## src/rtl/sterm_waitgen_pkg.sv

```systemverilog
// Shared types and wait-count helpers for the termination wait-state generator.
package sterm_waitgen_pkg;

    typedef enum logic [1:0] {
        CH_IDLE = 2'd0,
        CH_WAIT = 2'd1,
        CH_DONE = 2'd2
    } chain_state_e;

    // Wait states on the first beat: base less one for each select that is set.
    function automatic int normal_waits(input logic fast, input logic skip, input int base);
        return base - int'(fast) - int'(skip);
    endfunction

    // Wait states on each following burst beat: only the skip select shortens it.
    function automatic int beat_waits(input logic skip, input int base);
        return base - int'(skip);
    endfunction

endpackage

```

## src/rtl/stwg_req.sv

```systemverilog
// Access request generator.
// Sets the request at a step where strobe and chip select are both active,
// and holds it while chip select stays active.
// Assumes the step enable marks the bus clock falling edge.
module stwg_req (
    input  logic clk,
    input  logic rst_n,
    input  logic step_en,
    input  logic as_n,
    input  logic cs_n,
    output logic mem_req
);

    // Request register: set on strobe plus select, held on select alone.
    always_ff @(posedge clk) begin
        if (!rst_n) begin
            mem_req <= 1'b0;
        end else if (step_en) begin
            mem_req <= !cs_n && (!as_n || mem_req);
        end
    end

    // request drops at the step after chip select goes away
    a_r1_req_drops: assert property (@(posedge clk) disable iff (!rst_n)
        (step_en && cs_n) |=> !mem_req);

    // a rising request was caused by strobe and select together
    a_r1_req_origin: assert property (@(posedge clk) disable iff (!rst_n)
        $rose(mem_req) |-> $past(!as_n && !cs_n));

endmodule

```

## src/rtl/stwg_chain.sv

```systemverilog
// Delay-state chain.
// Counts bus clocks on steps where the sequencer acknowledges, and fires a
// termination after the normal wait count. For bursts it fires again after
// each beat wait count until all beats are done.
// Assumes burst is steady during an access and BEAT_BASE is at least 1.
module stwg_chain
    import sterm_waitgen_pkg::*;
#(
    parameter int NORM_BASE = 4,
    parameter int BEAT_BASE = 2,
    parameter int BEATS     = 4
) (
    input  logic clk,
    input  logic rst_n,
    input  logic step_en,
    input  logic as_act,
    input  logic seq_ack,
    input  logic fast_ack,
    input  logic skip_wait,
    input  logic burst,
    output logic fire,
    output logic busy
);

    localparam int MAXW = (NORM_BASE > BEAT_BASE) ? NORM_BASE : BEAT_BASE;
    localparam int CW   = $clog2(MAXW + 1);
    localparam int BW   = (BEATS > 2) ? $clog2(BEATS) : 1;

    chain_state_e   st;
    logic [CW-1:0]  dly;
    logic [BW-1:0]  beat;
    logic           bst_q;
    logic [CW-1:0]  tgt_norm;
    logic [CW-1:0]  tgt_beat;
    logic [CW-1:0]  tgt;
    logic           last_beat;
    logic           more;

    // Target count for the current beat, from the two selects.
    always_comb begin
        tgt_norm  = CW'(normal_waits(fast_ack, skip_wait, NORM_BASE));
        tgt_beat  = CW'(beat_waits(skip_wait, BEAT_BASE));
        tgt       = (beat != '0) ? tgt_beat : tgt_norm;
        last_beat = (beat == BW'(BEATS - 1));
        more      = ((beat == '0) ? burst : bst_q) && !last_beat;
    end

    // Fire and busy decode for the output stage.
    always_comb begin
        fire = step_en && as_act && seq_ack && (st == CH_WAIT) && (dly == tgt);
        busy = as_act && ((st == CH_WAIT) || ((st == CH_IDLE) && seq_ack));
    end

    // Chain state: idle on strobe release, advance only on acknowledged steps.
    always_ff @(posedge clk) begin
        if (!rst_n) begin
            st    <= CH_IDLE;
            dly   <= '0;
            beat  <= '0;
            bst_q <= 1'b0;
        end else if (step_en) begin
            if (!as_act) begin
                st    <= CH_IDLE;
                dly   <= '0;
                beat  <= '0;
                bst_q <= 1'b0;
            end else begin
                case (st)
                    CH_IDLE: begin
                        if (seq_ack) begin
                            st  <= CH_WAIT;
                            dly <= CW'(1);
                        end
                    end
                    CH_WAIT: begin
                        if (seq_ack) begin
                            if (dly == tgt) begin
                                beat <= beat + BW'(1);
                                dly  <= '0;
                                if (beat == '0) begin
                                    bst_q <= burst;
                                end
                                st <= more ? CH_WAIT : CH_DONE;
                            end else begin
                                dly <= dly + CW'(1);
                            end
                        end
                    end
                    default: st <= CH_DONE;
                endcase
            end
        end
    end

    // a step without acknowledge leaves the wait count and beat unchanged
    a_r6_stall_holds: assert property (@(posedge clk) disable iff (!rst_n)
        (step_en && as_act && !seq_ack && st == CH_WAIT) |=> ($stable(dly) && $stable(beat)));

    // once finished, the chain stays finished while the strobe is held
    a_r11_done_sticks: assert property (@(posedge clk) disable iff (!rst_n)
        (st == CH_DONE && !(step_en && !as_act)) |=> (st == CH_DONE));

endmodule

```

## src/rtl/stwg_out.sv

```systemverilog
// Output stage.
// Samples the foreign termination request at low-phase edges, merges it with
// the chain's fire pulse into the termination output, and drives CAS-enable.
// Assumes fire only occurs on steps and never on two consecutive steps.
module stwg_out (
    input  logic clk,
    input  logic rst_n,
    input  logic step_en,
    input  logic lo_ph,
    input  logic as_act,
    input  logic fire,
    input  logic busy,
    input  logic ext_term_n,
    output logic sterm_n,
    output logic cas_en
);

    logic ext_seen;
    logic mem_term_q;

    // Foreign request sampler: accepts the request only while the bus clock is low.
    always_ff @(posedge clk) begin
        if (!rst_n) begin
            ext_seen <= 1'b0;
        end else if (lo_ph) begin
            ext_seen <= !ext_term_n;
        end
    end

    // Termination and CAS-enable registers, updated once per bus clock.
    always_ff @(posedge clk) begin
        if (!rst_n) begin
            sterm_n    <= 1'b1;
            mem_term_q <= 1'b0;
            cas_en     <= 1'b0;
        end else if (step_en) begin
            sterm_n    <= !(fire || ext_seen);
            mem_term_q <= fire;
            cas_en     <= busy && !mem_term_q;
        end
    end

    // termination changes only at steps
    a_r2_sterm_on_step: assert property (@(posedge clk) disable iff (!rst_n)
        !step_en |=> $stable(sterm_n));

    // foreign request is captured only in the low phase
    a_r9_ext_low_only: assert property (@(posedge clk) disable iff (!rst_n)
        !lo_ph |=> $stable(ext_seen));

    // a memory termination lasts one step interval only
    a_r5_one_clock: assert property (@(posedge clk) disable iff (!rst_n)
        (step_en && mem_term_q) |=> !mem_term_q);

    // CAS-enable is off in the interval after each termination
    a_r7_cas_gap: assert property (@(posedge clk) disable iff (!rst_n)
        (step_en && mem_term_q) |=> !cas_en);

    // releasing the strobe idles both outputs at the next step
    a_r8_release_idle: assert property (@(posedge clk) disable iff (!rst_n)
        (step_en && !as_act && !ext_seen) |=> (sterm_n && !cas_en));

endmodule

```

## src/rtl/sterm_waitgen.sv

```systemverilog
// Synchronous termination wait-state generator, top level.
// Ties the request generator, delay chain and output stage together.
// Assumes clk runs at twice the bus rate and lo_ph alternates every tick.
module sterm_waitgen #(
    parameter int NORM_BASE = 4,
    parameter int BEAT_BASE = 2,
    parameter int BEATS     = 4
) (
    input  logic clk,
    input  logic rst_n,
    input  logic lo_ph,
    input  logic as_n,
    input  logic cs_n,
    input  logic seq_ack,
    input  logic fast_ack,
    input  logic skip_wait,
    input  logic burst,
    input  logic ext_term_n,
    output logic mem_req,
    output logic cas_en,
    output logic sterm_n
);

    logic step_en;
    logic as_act;
    logic fire;
    logic busy;

    // Step marker and qualified strobe.
    always_comb begin
        step_en = !lo_ph;
        as_act  = !as_n && !cs_n;
    end

    stwg_req u_req (
        .clk     (clk),
        .rst_n   (rst_n),
        .step_en (step_en),
        .as_n    (as_n),
        .cs_n    (cs_n),
        .mem_req (mem_req)
    );

    stwg_chain #(
        .NORM_BASE (NORM_BASE),
        .BEAT_BASE (BEAT_BASE),
        .BEATS     (BEATS)
    ) u_chain (
        .clk       (clk),
        .rst_n     (rst_n),
        .step_en   (step_en),
        .as_act    (as_act),
        .seq_ack   (seq_ack),
        .fast_ack  (fast_ack),
        .skip_wait (skip_wait),
        .burst     (burst),
        .fire      (fire),
        .busy      (busy)
    );

    stwg_out u_out (
        .clk        (clk),
        .rst_n      (rst_n),
        .step_en    (step_en),
        .lo_ph      (lo_ph),
        .as_act     (as_act),
        .fire       (fire),
        .busy       (busy),
        .ext_term_n (ext_term_n),
        .sterm_n    (sterm_n),
        .cas_en     (cas_en)
    );

endmodule

```

## config.mk

```make
export PLATFORM = sky130hd
export DESIGN_NAME = sterm_waitgen
export DESIGN_NICKNAME = d
export VERILOG_FILES = /design/src/rtl/sterm_waitgen_pkg.sv /design/src/rtl/stwg_req.sv /design/src/rtl/stwg_chain.sv /design/src/rtl/stwg_out.sv /design/src/rtl/sterm_waitgen.sv
export SDC_FILE = /design/constraint.sdc
export NUM_CORES = 1
export LEC_CHECK = 0
export ABC_AREA = 1
export BUFFER_PORTS_ARGS = -buffer_cell sky130_fd_sc_hd__buf_2
export CORE_MARGIN = 1.5
export CORE_UTILIZATION = 44
export CTS_BUF_LIST = sky130_fd_sc_hd__clkbuf_16
export DETAILED_ROUTE_END_ITERATION = 12
export PLACE_DENSITY = 0.7
export SYNTH_ARGS = -nofsm -noshare
export SYNTH_HDL_FRONTEND = slang
export SYNTH_SLANG_ARGS = --single-unit
```

## constraint.sdc

```tcl
create_clock -name clk -period 2.2 [get_ports clk]
set_clock_uncertainty 0.2 [all_clocks]
set_input_delay 0.11 -clock clk [delete_from_list [all_inputs] [get_ports clk]]
set_output_delay 0.11 -clock clk [all_outputs]
set_load 0.005 [all_outputs]
```

==> out/qor.txt <==
Run status: finished clean
Antenna viol nets, final: 0
Routed length per instance: 10.7 um
CP max stage delay: 0.58 ns
CP most frequent cell: dlygate4sd3_1
Total of max-cap violations: 0
Initial Util: 0.486
Share of layout cells above drive strength 1: 0.224
Synthesized area: 867 sq um
Vias in the first global route: 753
Psw: 0.180 mW
CP Launch Type: input pin
Flops & latches, synth: 13
TritonCTS Buffers: 3
H-tree depth: 1
Max Fclk: 521 MHz
Drt initial violations: 19
Die Span X: 47.4 um
Hold crit path type: input pin to flop
Vias/cell: 4.87
Clk Tree Root Cell: clkbuf_16
Sequential cell area: 260 sq um
Crit-path cells: dlygate4sd3_1, buf_2, clkinv_1, a211oi_1, dlygate4sd3_1
WP buf/inv: 4
Slew headroom: 0.785
Vias: 838
Post-route minimum period: 1.92 ns
Synth-to-Final Area Change: 25.1%
Post-Place Cells: 163
Residual DRC: 0
Fin util: 0.608
Syn Area/Cell: 6.83 sq um
First-pass GRT wire length: 3020 um
Sequential fraction of design power: 0.358
Fin. max-slew vios: 0
Power Dens Cells: 656 nW/um^2
FP Rows: 15
Worst path slowest cell: dlygate4sd3_1
Number of antenna repair diodes: 0
CTS Sinks: 13
Family with the most delay on the worst path: buffers and inverters
RSZ-0062 raised after global routing: no
Crit. End Element: flop
Slew @ Worst Pin: 0.321 ns
Routability Congestion: 0.803
Port bufs: 12
Data arrival time of the critical path: 1.91 ns
Die Area: 2250 sq um
DP Wirelength: 1320 um
Req. time, crit path: 2.19 ns
Sequential area share after synthesis: 0.300
Logic pwr share: 0.157
Pleak: 0.521 nW
Cells after Synth: 127
Worst-Skew Late Latency: 0.24 ns
Post-CTS setup buffers: 0
Die span in y: 47.4 um
Nets: 163
CTS tree: built
GR Overflow Total: 0
Layout Cells excl Fill: 172
Largest net degree at the start of global routing: 10
Clock share of power: 0.485
Fin crit share: 0.872
Clock buffer depth: 2
Antenna violations before repair: 0
Area of the multi-input gates: 504 sq um
Clock transition at path regs: 0.04 ns
Max VDD drop: 0.499 mV
# fillers: 157
Synth unique cells: 25
Gr usage total: 0.197
WL final: 1830 um
Final setup TNS: 0 ns
Critical setup path kind: input pin to flop
P_int: 0.532 mW
Area of the core: 1780 sq um
Final number of setup-violating endpoints: 0
Synth Net Count: 142
Synth Warn #: 0
Crit Path Max Fanout: 9
IO Pins: 13
Final hold violation count: 0
First-pass DRT Iterations: 4
Switch share: 0.253
==> layout make-up <==
type                            instances  area share
Multi-Input combinational cell         88       0.465
Sequential cell                        13       0.240
Tap cell                               25      0.0288
Clock inverter                          1     0.00461
Timing Repair Buffer                   17       0.101
Clock buffer                            3      0.0692
Inverter                               25      0.0911
==> metrics by stage <==
stage	total power [mW]	cell area [sq um]	hold WS, ns	setup slack (ns)
2_1_floorplan	0.333	867	0.0130	0.560
3_3_place_gp	0.359	955	0.0966	0.446
3_5_place_dp	0.361	955	0.104	0.392
4_1_cts	0.713	1080	0.0116	0.321
5_1_grt	0.743	1080	0.0254	0.168
6_report	0.711	1080	0.00713	0.282
==> flip-flops by register name (all words and copies together) (netlist names) <==
register,cells
u_chain.beat,2
u_chain.bst_q,1
u_chain.dly,3
u_chain.st,2
u_out.cas_en,1
u_out.ext_seen,1
u_out.mem_term_q,1
u_out.sterm_n,1
u_req.mem_req,1
==> cell usage after synthesis <==
| cell type | n | area, sq um |
|---|---|---|
| inv_2 | 2 | 7.51 |
| nand2_4 | 1 | 11.3 |
| nand2_2 | 4 | 25.0 |
| nand3_2 | 2 | 20.0 |
| clkinv_1 | 1 | 3.75 |
| ha_1 | 5 | 62.6 |
| inv_1 | 20 | 75.1 |
| dfxtp_1 | 13 | 260 |
| nor2_1 | 11 | 41.3 |
| nor2_4 | 3 | 33.8 |
| nor2_2 | 1 | 6.26 |
| a21oi_1 | 10 | 50.1 |
| nand2_1 | 28 | 105 |
| clkbuf_1 | 1 | 3.75 |
| o21ai_0 | 5 | 25.0 |
| nand3_4 | 1 | 17.5 |
| inv_4 | 2 | 12.5 |
| nand3b_1 | 1 | 7.51 |
| nor3_4 | 1 | 16.3 |
| a211oi_1 | 1 | 7.51 |
| nor3_1 | 1 | 5.00 |
| xor2_1 | 1 | 8.76 |
| nand3_1 | 10 | 50.1 |
| o21ai_1 | 1 | 5.00 |
| nand4_1 | 1 | 6.26 |
==> repair_timing <==
action | 4_1_cts | 5_1_grt
endpoints found under the hold margin | 8 | 0
gates resized for setup | 0 | 0
hold buffers | 5 | 0
==> kinds of logic (layout without fill, tap and decap cells) <==
family | after synthesis | count (layout) | synth area share
AND/OR/NAND/NOR | 65 | 65 | 0.398
buffers and inverters | 26 | 46 | 0.118
AO/OA/AOI/OAI | 17 | 17 | 0.101
flip-flops | 13 | 13 | 0.300
adder cells (fa/ha/maj) | 5 | 5 | 0.0722
XOR/XNOR | 1 | 1 | 0.0101
==> final timing paths <==
kind	cells after the start	startpoint	slack [ns]	to
max	5	rst_n	0.28	u_out.ext_seen
min	4	as_n	0.007	u_chain.dly[0]
max reg2reg	9	u_chain.beat[0]	0.40	u_chain.st[0]
min reg2reg	2	u_req.mem_req	0.26	u_req.mem_req
==> worst reg2reg max path, cell delays in order, from the launching register on <==
cell	delay, ns
dfxtp_1	0.33
inv_1	0.09
ha_1	0.23
nand2_1	0.10
xor2_1	0.24
nand3_4	0.13
nand3_2	0.10
nand3_1	0.09
o21ai_1	0.13
inv_1	0.05
==> metal layers <==
layer	vias up	GRT usage	routed length (um)
li1	437	-	-
met1	378	0.220	838
met2	18	0.343	888
met3	5	0.0462	65
met4	0	0.100	39
met5	-	0	0
==> layout by cell type, fill, tap and decap left out, drive strengths merged <==
cell type and instances:
a211oi 1, a21oi 10, buf 12, clkbuf 3
clkinv 2, dfxtp 13, dlygate4sd3 5, ha 5
inv 24, nand2 33, nand3 13, nand3b 1
nand4 1, nor2 15, nor3 2, o21ai 6
xor2 1
==> power by group through the flow <==
stage	Clock (mW)	Combinational [mW]	Sequential [mW]
final	0.345	0.112	0.254
after global routing	0.362	0.126	0.255
after CTS	0.348	0.111	0.254
after detailed placement	0	0.103	0.259
after global placement	0	0.101	0.258
after floorplan	0	0.0762	0.257
(Power assumes the default switching activity.)
